`src/rtl/rrm_pkg.sv`:
```
package rrm_pkg;
  // Strobes from the control unit to the datapath.
  typedef struct packed {
    logic grantEn;   // pass the computed grants to the port
  } rrm_strobe_t;
endpackage

```
`src/rtl/rrm_mpe.sv`:
```
// Multi-select priority encoder: passes the first `limit` ones of vec,
// scanning from bit 0 upward, using a chain of saturating counters.
module rrm_mpe #(
  parameter int N     = 8,
  parameter int CNT_W = 2
) (
  input  logic [N-1:0]     vec,
  input  logic [CNT_W-1:0] limit,
  output logic [N-1:0]     sel,
  output logic [CNT_W-1:0] selCount
);
  logic [CNT_W-1:0] run [N+1];

  assign run[0] = '0;

  for (genvar i = 0; i < N; i++) begin : g_stage
    assign sel[i]   = vec[i] && (run[i] < limit);
    assign run[i+1] = sel[i] ? run[i] + CNT_W'(1) : run[i];
  end

  assign selCount = run[N];
endmodule

```
`src/rtl/rrm_datapath.sv`:
```
module rrm_datapath
  import rrm_pkg::*;
#(
  parameter int N     = 8,
  parameter int M     = 3,
  parameter int PTR_W = 3,
  parameter int CNT_W = 2
) (
  input  logic [N-1:0]     reqVec,
  input  logic [PTR_W-1:0] curPtr,
  input  rrm_strobe_t      strobe,
  output logic [N-1:0]     grantVec,
  output logic             anyGrant,
  output logic [PTR_W-1:0] nextPtr
);
  logic [N-1:0]     hiMask;
  logic [N-1:0]     hiReq, loReq;
  logic [N-1:0]     hiSel, loSel, rawGrant;
  logic [CNT_W-1:0] hiCount, loCount, loLimit;
  logic [PTR_W-1:0] hiTop, loTop, lastIdx;

  // Thermometer mask: ports at or above the pointer.
  always_comb begin
    for (int i = 0; i < N; i++) hiMask[i] = (PTR_W'(i) >= curPtr);
  end

  assign hiReq = reqVec & hiMask;
  assign loReq = reqVec & ~hiMask;

  rrm_mpe #(.N(N), .CNT_W(CNT_W)) hiPass_i (
    .vec(hiReq), .limit(CNT_W'(M)), .sel(hiSel), .selCount(hiCount)
  );

  assign loLimit = CNT_W'(M) - hiCount;

  rrm_mpe #(.N(N), .CNT_W(CNT_W)) loPass_i (
    .vec(loReq), .limit(loLimit), .sel(loSel), .selCount(loCount)
  );

  assign rawGrant = hiSel | loSel;
  assign anyGrant = (hiCount != '0) || (loCount != '0);
  assign grantVec = strobe.grantEn ? rawGrant : '0;

  // Highest set index of each pass.
  always_comb begin
    hiTop = '0;
    loTop = '0;
    for (int i = 0; i < N; i++) begin
      if (hiSel[i]) hiTop = PTR_W'(i);
      if (loSel[i]) loTop = PTR_W'(i);
    end
  end

  // The wrapped pass is later in scan order than the upper pass.
  assign lastIdx = (loCount != '0) ? loTop : hiTop;
  assign nextPtr = (lastIdx == PTR_W'(N - 1)) ? '0 : lastIdx + PTR_W'(1);
endmodule

```
`src/rtl/rrm_ctrl.sv`:
```
module rrm_ctrl
  import rrm_pkg::*;
#(
  parameter int PTR_W = 3
) (
  input  logic             clk,
  input  logic             rst,
  input  logic             acceptIn,
  input  logic             anyGrant,
  input  logic [PTR_W-1:0] nextPtr,
  output logic [PTR_W-1:0] curPtr,
  output rrm_strobe_t      strobe
);
  logic ptrLoad;

  assign strobe.grantEn = acceptIn;
  assign ptrLoad        = acceptIn && anyGrant;

  always_ff @(posedge clk) begin
    if (rst)          curPtr <= '0;
    else if (ptrLoad) curPtr <= nextPtr;
  end
endmodule

```
`src/rtl/rrm_arbiter.sv`:
```
module rrm_arbiter #(
  parameter int N = 8,
  parameter int M = 3
) (
  input  logic         clk,
  input  logic         rst,
  input  logic [N-1:0] reqVec,
  input  logic         acceptIn,
  output logic [N-1:0] grantVec
);
  localparam int PTR_W = (N > 1) ? $clog2(N) : 1;
  localparam int CNT_W = $clog2(M + 1);

  rrm_pkg::rrm_strobe_t strobe;
  logic [PTR_W-1:0]     curPtr, nextPtr;
  logic                 anyGrant;

  rrm_ctrl #(.PTR_W(PTR_W)) ctrl_i (
    .clk(clk), .rst(rst), .acceptIn(acceptIn), .anyGrant(anyGrant),
    .nextPtr(nextPtr), .curPtr(curPtr), .strobe(strobe)
  );

  rrm_datapath #(.N(N), .M(M), .PTR_W(PTR_W), .CNT_W(CNT_W)) dp_i (
    .reqVec(reqVec), .curPtr(curPtr), .strobe(strobe),
    .grantVec(grantVec), .anyGrant(anyGrant), .nextPtr(nextPtr)
  );
endmodule

```
`config.mk`:
```
export PLATFORM = sky130hd
export DESIGN_NAME = rrm_arbiter
export DESIGN_NICKNAME = d
export VERILOG_FILES = /design/src/rtl/rrm_pkg.sv /design/src/rtl/rrm_mpe.sv /design/src/rtl/rrm_datapath.sv /design/src/rtl/rrm_ctrl.sv /design/src/rtl/rrm_arbiter.sv
export SDC_FILE = /design/constraint.sdc
export NUM_CORES = 1
export LEC_CHECK = 0
export ABC_CLOCK_PERIOD_IN_PS = 17000
export BUFFER_PORTS_ARGS = -buffer_cell sky130_fd_sc_hd__buf_2
export CAP_MARGIN = 40
export CORE_ASPECT_RATIO = 1.5
export CORE_MARGIN = 2
export CORE_UTILIZATION = 60
export DETAILED_ROUTE_END_ITERATION = 7
export PLACE_DENSITY = 0.79
export SYNTH_ARGS = -nofsm -noshare
export SYNTH_HDL_FRONTEND = slang
export SYNTH_SLANG_ARGS = --single-unit
```
`constraint.sdc`:
```
create_clock -name clk -period 17 [get_ports clk]
set_input_delay 1.7 -clock clk [delete_from_list [all_inputs] [get_ports clk]]
set_output_delay 1.7 -clock clk [all_outputs]
set_load 0.02 [all_outputs]
```
==> reports/summary.md, run 1 <==
The share of post-route cells with drive strength above 1 came out at 16.7%. The tools report the half-perimeter wire length of the detailed placement result as 4250 um. The highest net fanout along the worst path works out to 10. TritonCTS built the clock tree. The worst path meets setup with 2.09 ns of slack. The tools report the number of setup buffers added after CTS as 0. Launching element type of the critical path: a primary input.

Global routing finished with a remaining overflow of 0. Multiplexer cells account for 6.03% of the synthesized area. Overall routed net length: 5480 um. Buffers placed on the I/O ports in this run total 18. The post-synth net total was 293; the fill cell total of the finished layout was 284.

The switching power share of the total is 59.7%. The final net count was 305; the worst reg-to-reg setup slack was 3.79 ns. Based on the critical path, the design can be clocked at up to 67.1 MHz.

The transition time at the pin with the least slew margin came out at 0.778 ns. In this run the remaining antenna-violating nets after routing total 0. During I/O placement, the number of pins put on the boundary was 19.

The run gives 2,059 as the number of global-route vias before repair. The run gives 91.2% as the combinational group share of total power. The number of buffers between clock root and the deepest sink is 2, and the die extent in y is 72.3 um. Yosys mapped a number of flops with a built-in enable equal to 0. The source-to-sink clock delay at the later pin of the worst-skew pair was 0.21 ns; the number of placement rows was 24. The first TritonRoute pass finished after 5 iterations. Global routing used 30.9% of the available tracks. In this run, the number of DRC markers left after iteration 0 of detailed routing was 227. The capture point of the worst reg-to-reg path was ctrl_i.curPtr[2].

Startpoint of the worst-slack reg-to-reg timing path: ctrl_i.curPtr[2]. Of the total synthesized cell area, the portion taken by AND, OR, NAND and NOR gates is 29.7%. The largest single stage delay on the critical path is 0.61 ns. The completed layout was analyzed and its total power is 0.000439 W. The cell repeated most along the worst path is ha_1. Number of hold buffers added after cts: 0. For the cell-internal power, the log shows 0.000177 W. Average wire per standard cell: 17.1 um. The worst register-to-register path has a depth of 46. Entering global routing, the biggest net connects 16 pins.

Data on the critical path is required at its endpoint by 15.30 ns. The via count normalized by instance count was 6.92. The logs give 0 for the post-cts repair resize count and 0 for the hold violation total from the final report.

For the total setup violations reported at the end of the flow, the log shows 0. Max-cap violations in this run came to 0. For this run, asynchronously set or reset flops after synthesis account for 0%. For the DRC violation count after routing, the log shows 0. The post-synthesis adder-cell area fraction came out at 7.37%. The tools report the count of cell types in the netlist as 74. Synthesis handed over a netlist of 271 instances. The complex-gate fraction of the synthesized area was 42.6%. The number of buffers and inverters on the critical path is 5. The tightest hold path in the finished design has a slack of 0.608 ns.

The tools report the setup slack after placement as 2.35 ns. The flow ran to the end, and the final reports show no timing, DRC or antenna violations. Ranked by flip-flop count, first place goes to ctrl_i.curPtr. The via count is 2,222, and the antenna cell count is 0.

The run gives 0.00358 mm^2 as the overall die area. The relative slew slack is 48.0%, and the number of synthesis warnings is 0. Setup repair after global routing left no endpoint under its margin. The final period demand of the worst path is 14.91 ns. The number of H-tree levels was 1; the growth of design area from synthesis to finish was 6.30%. The sequential cells in the finished layout cover a total of 60.1 um^2.

The first global-routing pass estimated 9160 um of wire. In this run the worst hold path is classified as flip-flop to flip-flop. Post-synthesis instance area: 0.00187 mm^2.

The effective utilization at floorplan is 63.5%, and the number of clock sinks is 3. Horizontal die dimension: 49.6 um. The cell chosen for the clock root was clkbuf_8.

Of the total power, the clock network draws 4.6%. The portion of the clock cycle consumed by the worst path in the final layout is 87.7%. The leakage component of the power is 0.765 nW, and the last weighted congestion value of the routability-driven placer is 0.960. The slowest stage of the critical path is the nor2b_1 cell.

Per report_power, the sequential group accounts for 4.2% of the total. The arrival time reported for the critical path endpoint is 13.21 ns. The tools report the sequential fraction of the synthesis area as 3.22%. The family with the most delay on the worst path is simple AND/OR/NAND/NOR gates.

The start point of the worst hold path was ctrl_i.curPtr[0]. Buffers inserted during clock tree synthesis total 3. The logs give 0.000262 W for the net switching power and 0 ns for the setup TNS.

The post-synthesis xor/xnor area fraction came out at 4.15%. The multi-input combinational cells in the finished layout cover a total of 0.00168 mm^2. The worst hold path was traced through 2 stages.

The most used flip-flop cell after synthesis is dfxtp_1. By startpoint and endpoint, the worst setup path is classified as primary input to output port. Across the routed clock network, the largest skew measured is 0.000195 ns.

For the placeable core region, the log shows 0.00294 mm^2. The nature of the critical path endpoint was an output port. After synthesis, the mean cell area works out to 6.89 um^2. The register with the most flip-flops in the layout has 3 of them. After clock tree synthesis, the clock-pin slew on the worst setup and hold paths is 0.03 ns. For hold timing, the worst endpoint is ctrl_i.curPtr[0]. The largest registers in the layout are ctrl_i.curPtr: 3 flops. The tools report the initial antenna violation count as 0. After synthesis the netlist holds a flip-flop and latch count of 3.

Number of max-slew violations in the final report: 0. In this run the power density over the cells is 221 mW/mm^2. Across the VDD grid, the largest voltage drop is 0.000153 V.

Largest family of logic cells by synthesized area: compound AO/OA/AOI/OAI gates.
cells in the final DEF, fill, tap and decap left out, types with 3 or more instances in the layout:
master	count
a211oi_1	6
a21boi_0	6
a21o_1	3
a21oi_1	21
a22oi_1	3
a41oi_1	3
and2_1	6
buf_2	18
clkbuf_8	3
dfxtp_1	3
ha_1	11
inv_1	13
mux2i_1	9
nand2_1	21
nand2b_1	3
nand3_1	10
nor2_1	27
nor2b_1	4
nor3_1	7
o21ai_0	21
o21ai_1	3
o221ai_1	3
or2_2	4
or3_1	3
xnor2_1	6
power by group through the flow:
stage / Combinational (W) / Sequential (W) / Clock, W
after floorplan: 0.000324 / 0.0000126 / 0
after global placement: 0.000385 / 0.0000181 / 0
after detailed placement: 0.000391 / 0.0000181 / 0
after CTS: 0.000394 / 0.0000178 / 0.0000207
after global routing: 0.000441 / 0.0000188 / 0.0000214
final: 0.000401 / 0.0000183 / 0.0000203
layer usage:
layer	up-vias	share of wire [%]	track usage, %
met5	-	0	0
met4	0	1.8	8.33
met3	10	6.3	1.03
met2	103	51	57.6
met1	1038	41	38.0
li1	1071	-	-
area by class of cell:
cell class	instances	share of cell area, %
Multi-Input combinational cell	241	84.5
Timing Repair Buffer	19	4.91
Sequential cell	3	3.02
Inverter	15	2.84
Tap cell	39	2.46
Clock buffer	4	2.27
synth_stat cells (3+ instances only):
cell	count	share of area, %
dfxtp_1	3	3.2
nand2_1	21	4.2
clkbuf_1	4	0.80
a211oi_1	6	2.4
or3_1	3	1.0
ha_1	11	7.4
o21ai_1	3	0.80
a21boi_0	6	2.4
nor2b_1	4	1.3
inv_1	13	2.6
xnor2_1	6	2.8
or2_2	4	1.3
a21oi_1	21	5.6
nor2_1	27	5.4
a22oi_1	3	1.2
mux2i_1	9	4.8
buf_4	3	1.2
nand2b_1	3	1.0
o21ai_0	21	5.6
a41oi_1	3	1.4
o221ai_1	3	1.4
a21o_1	3	1.2
nand3_1	10	2.7
nor3_1	7	1.9
and2_1	6	2.0
worst max path at each step:
| stage | startpoint | endpoint | cells after the start |
|---|---|---|---|
| 3_5_place_dp | reqVec[0] | grantVec[6] | 43 |
| 2_1_floorplan | reqVec[0] | grantVec[6] | 44 |
| 5_1_grt | reqVec[0] | grantVec[6] | 43 |
| 3_3_place_gp | reqVec[1] | grantVec[6] | 43 |
| 6_report | reqVec[1] | grantVec[6] | 43 |
| 4_1_cts | reqVec[0] | grantVec[6] | 43 |
stage by stage:
step	instances	instance area, um^2	utilization (%)
after floorplan	271	1870	-
after global placement	317	1940	65.9
after detailed placement	317	1940	65.9
after CTS	321	1990	67.5
after global routing	321	1990	67.5
final	321	1990	67.5
worst min-delay path, stage by stage, from the launching register on:
cell and delay [ns]:
dfxtp_1 0.38, nor2_1 0.13, a211oi_1 0.05
kinds of logic (layout without fill, tap and decap cells):
kind of cell             Yosys count  after routing
AND/OR/NAND/NOR                  105            105
AO/OA/AOI/OAI                    106            106
multiplexers                      11             11
buffers and inverters             27             38
flip-flops                         3              3
XOR/XNOR                           8              8
adder cells (fa/ha/maj)           11             11
Power figures use the tool's default switching activity.
==> inputs of run 2 (changes only) <==
- CTS_BUF_LIST: unset -> sky130_fd_sc_hd__clkbuf_8
==> run 2 against run 1 <==
Against the previous run:
- maximum frequency grew 0.24%
- die area stayed put
- critical path type unchanged
- worst hold slack better by 0.00081 ns
- first-iteration DRC count increased by 0.44%
- clock skew hardly changed
- sequential cell count is the same
- routed wire length is 0.27% lower
==> reports/summary.md, run 2 (synthesis gave the netlist of run 1 again) <==
The logs give 0.21 ns (about the same) for the source-to-sink clock delay at the later pin of the worst-skew pair and 0.000154 V (was 0.000153 V) for the peak supply drop. The register with the highest flop count was ctrl_i.curPtr (unchanged). The run gives 0.609 ns (was 0.608 ns) as the final worst hold slack.

For the total congestion overflow, the log shows 0 (unchanged). The post-route clock skew came out at 0.0000213 ns (was 0.000195 ns). The master of the slowest instance on the critical path is nor2b_1 (unchanged). Classification of the worst-slack hold path: flip-flop to flip-flop (unchanged). The highest net fanout along the worst path was 10 (unchanged). The logs give 0.00294 mm^2 (unchanged) for the placeable core region and 0 (unchanged) for the number of max-slew violations in the final report.

TritonCTS built the clock tree. The storage element area is 60.1 um^2 (unchanged), and the worst reg2reg path depth is 46 (unchanged). The DRC violation count after routing was 0 (unchanged). The number of hold buffers added after cts is 0 (unchanged).

Number of placement rows: 24 (unchanged). The CTS buffer count is 3 (unchanged), and the final worst setup slack is 2.13 ns (was 2.09 ns). The worst reg-to-reg setup slack was 3.83 ns (was 3.79 ns).

The total setup violations reported at the end of the flow is 0 (unchanged), and the met3 layer usage reported by global route is 1.03% (unchanged). The average wire per standard cell is 17.0 um (was 17.1 um). Setup repair after global routing left no endpoint under its margin. The number of buffers between clock root and the deepest sink was 2 (unchanged). The number of setup buffers added after CTS came out at 0 (unchanged). Share of post-route cells with drive strength above 1: 16.7% (unchanged). The relative slew slack came out at 50.2% (was 48.0%).

Most frequent cells in the layout: 27 x nor2_1, 21 x nand2_1, 21 x o21ai_0, 21 x a21oi_1, 18 x buf_2 (unchanged). The global-route met1 utilization is 38.0% (unchanged), and the quantity of I/O buffers inserted on ports is 18 (unchanged). The tools report the fill cell total of the finished layout as 284 (unchanged). The run finished with clean final reports. Nature of the critical path endpoint: an output port (unchanged). Leading registers by flop count: ctrl_i.curPtr: 3 flops (unchanged). The last weighted congestion value of the routability-driven placer came out at 0.960 (unchanged). The final net count came out at 305 (unchanged).

The number of global-route vias before repair is 2,059 (unchanged). The max-cap check violation count is 0 (unchanged). The layer carrying the most global-route usage is met2 (unchanged). The pin count of the biggest net entering global routing was 16 (unchanged); the total power density per cell area was 221 mW/mm^2 (about the same). For the combined area of the multi-input logic cells, the log shows 0.00168 mm^2 (unchanged). The startpoint of the worst setup timing path is reqVec[1] (unchanged). For the setup slack after placement, the log shows 2.35 ns (unchanged). The tools report the arrival time reported for the critical path endpoint as 13.17 ns (was 13.21 ns).

The hold violation total from the final report came out at 0 (unchanged). The startpoint of the worst-slack reg-to-reg timing path is ctrl_i.curPtr[2] (unchanged). The final instance area is 0.00199 mm^2 (unchanged). The global-route total usage across every layer was 30.9% (unchanged). Launching element type of the critical path: a primary input (unchanged). Cell repeated most along the worst path: ha_1 (unchanged).

The largest stage delay on the critical path is 0.59 ns (was 0.61 ns), and the leakage component of the power is 0.769 nW (was 0.765 nW). The cell chosen for the clock root was clkbuf_8 (unchanged). The run gives 19 (unchanged) as the number of top-level pins.

The portion of the clock cycle consumed by the worst path in the final layout was 87.5% (was 87.7%); the horizontal die dimension was 49.6 um (unchanged). Final period demand of the worst path: 14.87 ns (was 14.91 ns). Commonest non-fill, non-tap cell in the layout: nor2_1 (unchanged). Capture point of the worst reg-to-reg path: ctrl_i.curPtr[2] (unchanged). The initial antenna violation count was 0 (unchanged). The cell depth of the worst hold path is 2 (unchanged), and the post-cts repair resize count is 0 (unchanged). The setup TNS came out at 0 ns (unchanged). The post-placement cell area is 0.00194 mm^2 (unchanged), and the growth of design area from synthesis to finish is 6.30% (unchanged). The met2 global-route usage is 57.6% (unchanged), and the DRC violation total after the first TritonRoute iteration is 228 (was 227). For the effective utilization at floorplan, the log shows 63.5% (unchanged). The capturing element of the worst setup path was grantVec[6] (unchanged). The transition time at the pin with the least slew margin is 0.746 ns (was 0.778 ns), and the overall routed net length is 5470 um (was 5480 um). Data required time at the worst endpoint: 15.30 ns (about the same). The half-perimeter wire length of the detailed placement result is 4250 um (unchanged), and the overall die area is 0.00358 mm^2 (unchanged). The die extent in y is 72.3 um (unchanged). Via count: 2,235 (was 2,222). The first-pass GRT wire length was 9160 um (unchanged); the clock slew seen by the registers of the worst setup and hold paths was 0.03 ns (about the same). The tools report the number of clock sinks as 3 (unchanged). The detailed-router iteration count before antenna repair is 5 (unchanged). The number of flip-flops in the largest register was 3 (unchanged); the maximum achievable frequency was 67.2 MHz (was 67.1 MHz). The number of H-tree levels is 1 (unchanged), and the via count normalized by instance count is 6.96 (was 6.92). The type of the worst setup path was primary input to output port (unchanged).

The run gives 0 (unchanged) as the number of nets still failing antenna checks after routing. The run gives 0 (unchanged) as the antenna cell count.
## run 2: worst min path at each step
stage                                  end             start  slack (ns)
final                     ctrl_i.curPtr[0]  ctrl_i.curPtr[0]        0.61
after global routing      ctrl_i.curPtr[0]  ctrl_i.curPtr[0]        0.66
after CTS                 ctrl_i.curPtr[0]  ctrl_i.curPtr[0]        0.61
after detailed placement  ctrl_i.curPtr[0]  ctrl_i.curPtr[0]        0.61
after global placement    ctrl_i.curPtr[0]  ctrl_i.curPtr[0]        0.60
after floorplan           ctrl_i.curPtr[0]  ctrl_i.curPtr[0]        0.52
## run 2: routing by layer
metal | share of wire (%) | routed length, um
met3 | 6.1 | 334
met5 | 0 | 0
met4 | 1.3 | 73
met2 | 51 | 2800
met1 | 41 | 2250
## run 2: worst max-delay path: cells and delay by family
kind | cells | cell delay, ns
AND/OR/NAND/NOR | 19 | 6.15
AO/OA/AOI/OAI | 9 | 2.01
adder cells (fa/ha/maj) | 7 | 1.80
buffers and inverters | 5 | 0.55
multiplexers | 1 | 0.40
XOR/XNOR | 2 | 0.52
## run 2: power by group
group          internal (W)  switching [W]  leakage (nW)
registers        0.00000992     0.00000842        0.0249
clock network     0.0000154     0.00000447        0.0269
logic              0.000151       0.000249         0.717
## run 2: metrics by stage
stage / power [W] / util, % / std cells
after floorplan: 0.000337 / - / 271
after global placement: 0.000403 / 65.9 / 317
after detailed placement: 0.000409 / 65.9 / 317
after CTS: 0.000432 / 67.5 / 321
after global routing: 0.000481 / 67.5 / 321
final: 0.000439 / 67.5 / 321
## run 2: layout make-up
class | instances | area share, %
clock inverter | 1 | 0.189
timing repair buffer | 19 | 4.91
sequential | 3 | 3.02
tap | 39 | 2.46
clock buffer | 3 | 2.08
inverter | 15 | 2.84
multi-input combinational | 241 | 84.5
==> inputs of run 3 (changes only) <==
- PLACE_DENSITY: 0.79 -> 0.78
- SYNTH_HIERARCHICAL: unset -> 1
==> run 3 against run 2 <==
Against the previous run:
- sequential share of layout area decreased by 0.42 points
- synthesized area rose by 11%
- die area rose by 10%
- utilization up 1.2 points
- via count grew 4.0%
- setup slack got worse by 1.1 ns
- routed wire length up 2.7%
- count of clock-buffer cells in the layout unchanged
- maximum frequency fell by 7.1%
- critical path type unchanged
==> reports/summary.md, run 3 <==
The flow ran to the end, and the final reports show no timing, DRC or antenna violations. Dominant cells by area after synthesis: ha_1 11%, a21oi_1 8.7%, nand2b_1 6.0% (was ha_1 7.4%, a21oi_1 5.6%, o21ai_0 5.6%). Number of buffers between clock root and the deepest sink: 2 (unchanged). The logs give 2.04 ns (was 3.83 ns) for the worst reg-to-reg setup slack and 0.00259 ns (was 0.0000213 ns) for the post-route clock skew. The capture point of the worst reg-to-reg path was ctrl_i/curPtr[0] (was ctrl_i.curPtr[2]).

The register with the highest flop count was ctrl_i/curPtr (was ctrl_i.curPtr). The quantity of I/O buffers inserted on ports came out at 18 (unchanged). Average wire per standard cell: 15.2 um (was 17.0 um). Master of the slowest instance on the critical path: or3b_2 (was nor2b_1). The antenna cell count is 0 (unchanged). The total congestion overflow came out at 0 (unchanged). For the data required time at the worst endpoint, the log shows 15.30 ns (about the same). The nature of the critical path endpoint is an output port (unchanged).

The tools report the startpoint of the worst-slack reg-to-reg timing path as ctrl_i/curPtr[1] (was ctrl_i.curPtr[2]). Final worst hold slack: 0.645 ns (was 0.609 ns). The type of the worst setup path is primary input to output port (unchanged). The average instance area after synthesis was 6.83 um^2 (was 6.89 um^2). The number of max-slew violations in the final report came out at 0 (unchanged).

TritonCTS built the clock tree. The number of synthesized flops with an enable pin was 0 (unchanged). Detailed-router iteration count before antenna repair: 4 (was 5).

The synthesized netlist cell count was 304 (was 271). The die extent in y came out at 76.0 um (was 72.3 um). The global-route met1 utilization is 31.3% (was 38.0%).

The tools report the number of global-route vias before repair as 2,285 (was 2,059). The last weighted congestion value of the routability-driven placer is 0.860 (was 0.960), and the DRC violation count after routing is 0 (unchanged). The via count was 2,325 (was 2,235).

The initial antenna violation count came out at 0 (unchanged). The number of nets still failing antenna checks after routing came out at 0 (unchanged). The final net count was 358 (was 305).

Transition time at the pin with the least slew margin: 0.635 ns (was 0.746 ns). The share of post-route cells with drive strength above 1 was 17.1% (was 16.7%); the highest net fanout along the worst path was 10 (unchanged). The sequential fraction of the synthesis area is 2.89% (was 3.22%), and the DRC violation total after the first TritonRoute iteration is 57 (was 228).

The tools report the number of top-level pins as 19 (unchanged). Leading registers by flop count: ctrl_i/curPtr: 3 flops (was ctrl_i.curPtr: 3 flops). The layer carrying the most global-route usage is met2 (unchanged).

The run gives 26 (was 24) as the number of placement rows. Main flop type after synthesis: dfxtp_1 (unchanged). The cell depth of the worst hold path came out at 2 (unchanged). Classification of the worst-slack hold path: flip-flop to flip-flop (unchanged). The share of flip-flops with an asynchronous set or reset works out to 0% (unchanged).

Top cells by count, synth: 36 x a21oi_1, 23 x nand2_1, 23 x o21ai_0 (was 27 x nor2_1, 21 x a21oi_1, 21 x nand2_1, 21 x o21ai_0, 13 x inv_1). The clock slew seen by the registers of the worst setup and hold paths came out at 0.03 ns (about the same). The horizontal die dimension was 52.0 um (was 49.6 um).

The endpoint of the worst hold path was ctrl_i/curPtr[0] (was ctrl_i.curPtr[0]). The maximum achievable frequency was 62.5 MHz (was 67.2 MHz). The tools report the launching element type of the critical path as a primary input (unchanged).

The total setup violations reported at the end of the flow is 0 (unchanged), and the CTS buffer count is 3 (unchanged). For the share of the core filled with cells, the log shows 68.7% (was 67.5%). For the overall die area, the log shows 0.00396 mm^2 (was 0.00358 mm^2). The first-pass GRT wire length was 9200 um (was 9160 um); the worst reg2reg path depth was 66 (was 46). Start point of the worst hold path: ctrl_i/curPtr[0] (was ctrl_i.curPtr[0]). The growth of design area from synthesis to finish works out to 10.9% (was 6.30%). The run gives 0.00208 mm^2 (was 0.00187 mm^2) as the post-synthesis instance area.

The tools report the source-to-sink clock delay at the later pin of the worst-skew pair as 0.22 ns (was 0.21 ns). Placeable core region: 0.00335 mm^2 (was 0.00294 mm^2). The run gives 15 (was 16) as the pin count of the biggest net entering global routing.

The top-area cell type share of the netlist area works out to 10.8% (was 7.37%). The final period demand of the worst path works out to 16.01 ns (was 14.87 ns). The number of synthesis warnings was 6 (was 0). The half-perimeter wire length of the detailed placement result was 4500 um (was 4250 um); the setup slack after placement was 0.736 ns (was 2.35 ns). The setup TNS was 0 ns (unchanged). The final worst setup slack was 0.990 ns (was 2.13 ns). The via count normalized by instance count came out at 6.28 (was 6.96).

The logs give 57.5% (was 50.2%) for the relative slew slack and 1.96% (was 1.03%) for the met3 layer usage reported by global route. Most frequent cells in the layout: 36 x a21oi_1, 23 x o21ai_0, 23 x nand2_1, 20 x nand2b_1 (was 27 x nor2_1, 21 x nand2_1, 21 x o21ai_0, 21 x a21oi_1, 18 x buf_2). The number of clock sinks was 3 (unchanged); the arrival time reported for the critical path endpoint was 14.31 ns (was 13.17 ns).

The most used standard cell by instance count after synthesis is a21oi_1 (was nor2_1). The number of flip-flops in the largest register is 3 (unchanged). The met2 global-route usage was 53.5% (was 57.6%); the max-cap check violation count was 0 (unchanged). The number of hold buffers added after cts was 0 (unchanged). The number of storage elements in the synthesis netlist came out at 3 (unchanged).

The tools report the overall routed net length as 5610 um (was 5470 um). The cell chosen for the clock root is clkbuf_8 (unchanged). The portion of the clock cycle consumed by the worst path in the final layout came out at 94.2% (was 87.5%).

The cell repeated most along the worst path was ha_1 (unchanged). The run gives 0 (unchanged) as the hold violation total from the final report. The cell type with the largest total area after synthesis is ha_1 (unchanged).

The run gives 54 (was 74) as the count of cell types in the netlist. Global-route total usage across every layer: 28.4% (was 30.9%). The largest stage delay on the critical path was 0.53 ns (was 0.59 ns); the number of H-tree levels was 1 (unchanged). The effective utilization at floorplan was 61.9% (was 63.5%). The commonest non-fill, non-tap cell in the layout was a21oi_1 (was nor2_1).
[run 3: cell types whose count changed after synthesis, moves of 7 or more]
cell | before | now
o21a_1 | 2 | 11
nand2b_1 | 3 | 20
ha_1 | 11 | 18
mux2i_1 | 9 | 0
a21oi_1 | 21 | 36
nor2b_1 | 4 | 18
[run 3: how the worst max path moves through the flow]
| stage | from | to | cells past startpoint | slack, ns |
|---|---|---|---|---|
| after global placement | reqVec[1] | ctrl_i/curPtr[0] | 66 | 1.09 |
| after global routing | reqVec[1] | ctrl_i/curPtr[0] | 67 | -0.03 |
| final | reqVec[1] | grantVec[6] | 57 | 0.99 |
| after CTS | reqVec[1] | grantVec[6] | 56 | 0.80 |
| after detailed placement | reqVec[1] | ctrl_i/curPtr[0] | 67 | 0.74 |
| after floorplan | reqVec[1] | ctrl_i/curPtr[0] | 71 | 1.96 |
[run 3: routing by layer]
metal	share of wire (%)	vias up
li1	-	1167
met1	40	1080
met2	55	64
met3	2.5	14
met4	1.8	0
met5	0	-
[run 3: cell type report]
| cell class | count | area [um^2] |
|---|---|---|
| Clock buffer | 3 | 41.3 |
| Clock inverter | 1 | 3.75 |
| Fill cell | 305 | 1050 |
| Inverter | 18 | 67.6 |
| Multi-Input combinational cell | 277 | 1930 |
| Sequential cell | 3 | 60.1 |
| Tap cell | 42 | 52.6 |
| Timing Repair Buffer | 26 | 150 |
[run 3: cell families after synthesis]
family / count (synthesis) / share of synthesized area, %
adders and majority gates: 18 / 10.9
DFF: 3 / 2.89
AOI/OAI and AO/OA: 116 / 39.7
buffers and inverters: 27 / 6.33
xor gates and xnor gates: 6 / 2.53
other: 2 / 0.362
and+or+nand+nor: 132 / 37.4
[run 3: metrics by stage]
step / cell area [um^2] / std cells
after floorplan: 2090 / 307
after global placement: 2230 / 366
after detailed placement: 2230 / 366
after CTS: 2270 / 370
after global routing: 2300 / 370
final: 2300 / 370
[run 3: critical path, delay by kind of cell]
| kind | cells | cell delay (ns) |
|---|---|---|
| AOI/OAI and AO/OA | 21 | 4.03 |
| xor gates and xnor gates | 4 | 0.67 |
| adders and majority gates | 11 | 3.61 |
| buffers and inverters | 5 | 0.77 |
| and+or+nand+nor | 16 | 3.48 |
[run 3: timing repair]
item                       4_1_cts  5_1_grt
setup endpoints to repair        0        4
gates resized for setup          0        7
setup buffers                    0        0
Power of run 3 is not shown: default switching activity piles up to over one toggle a cycle in this logic, so the estimate is an artifact.
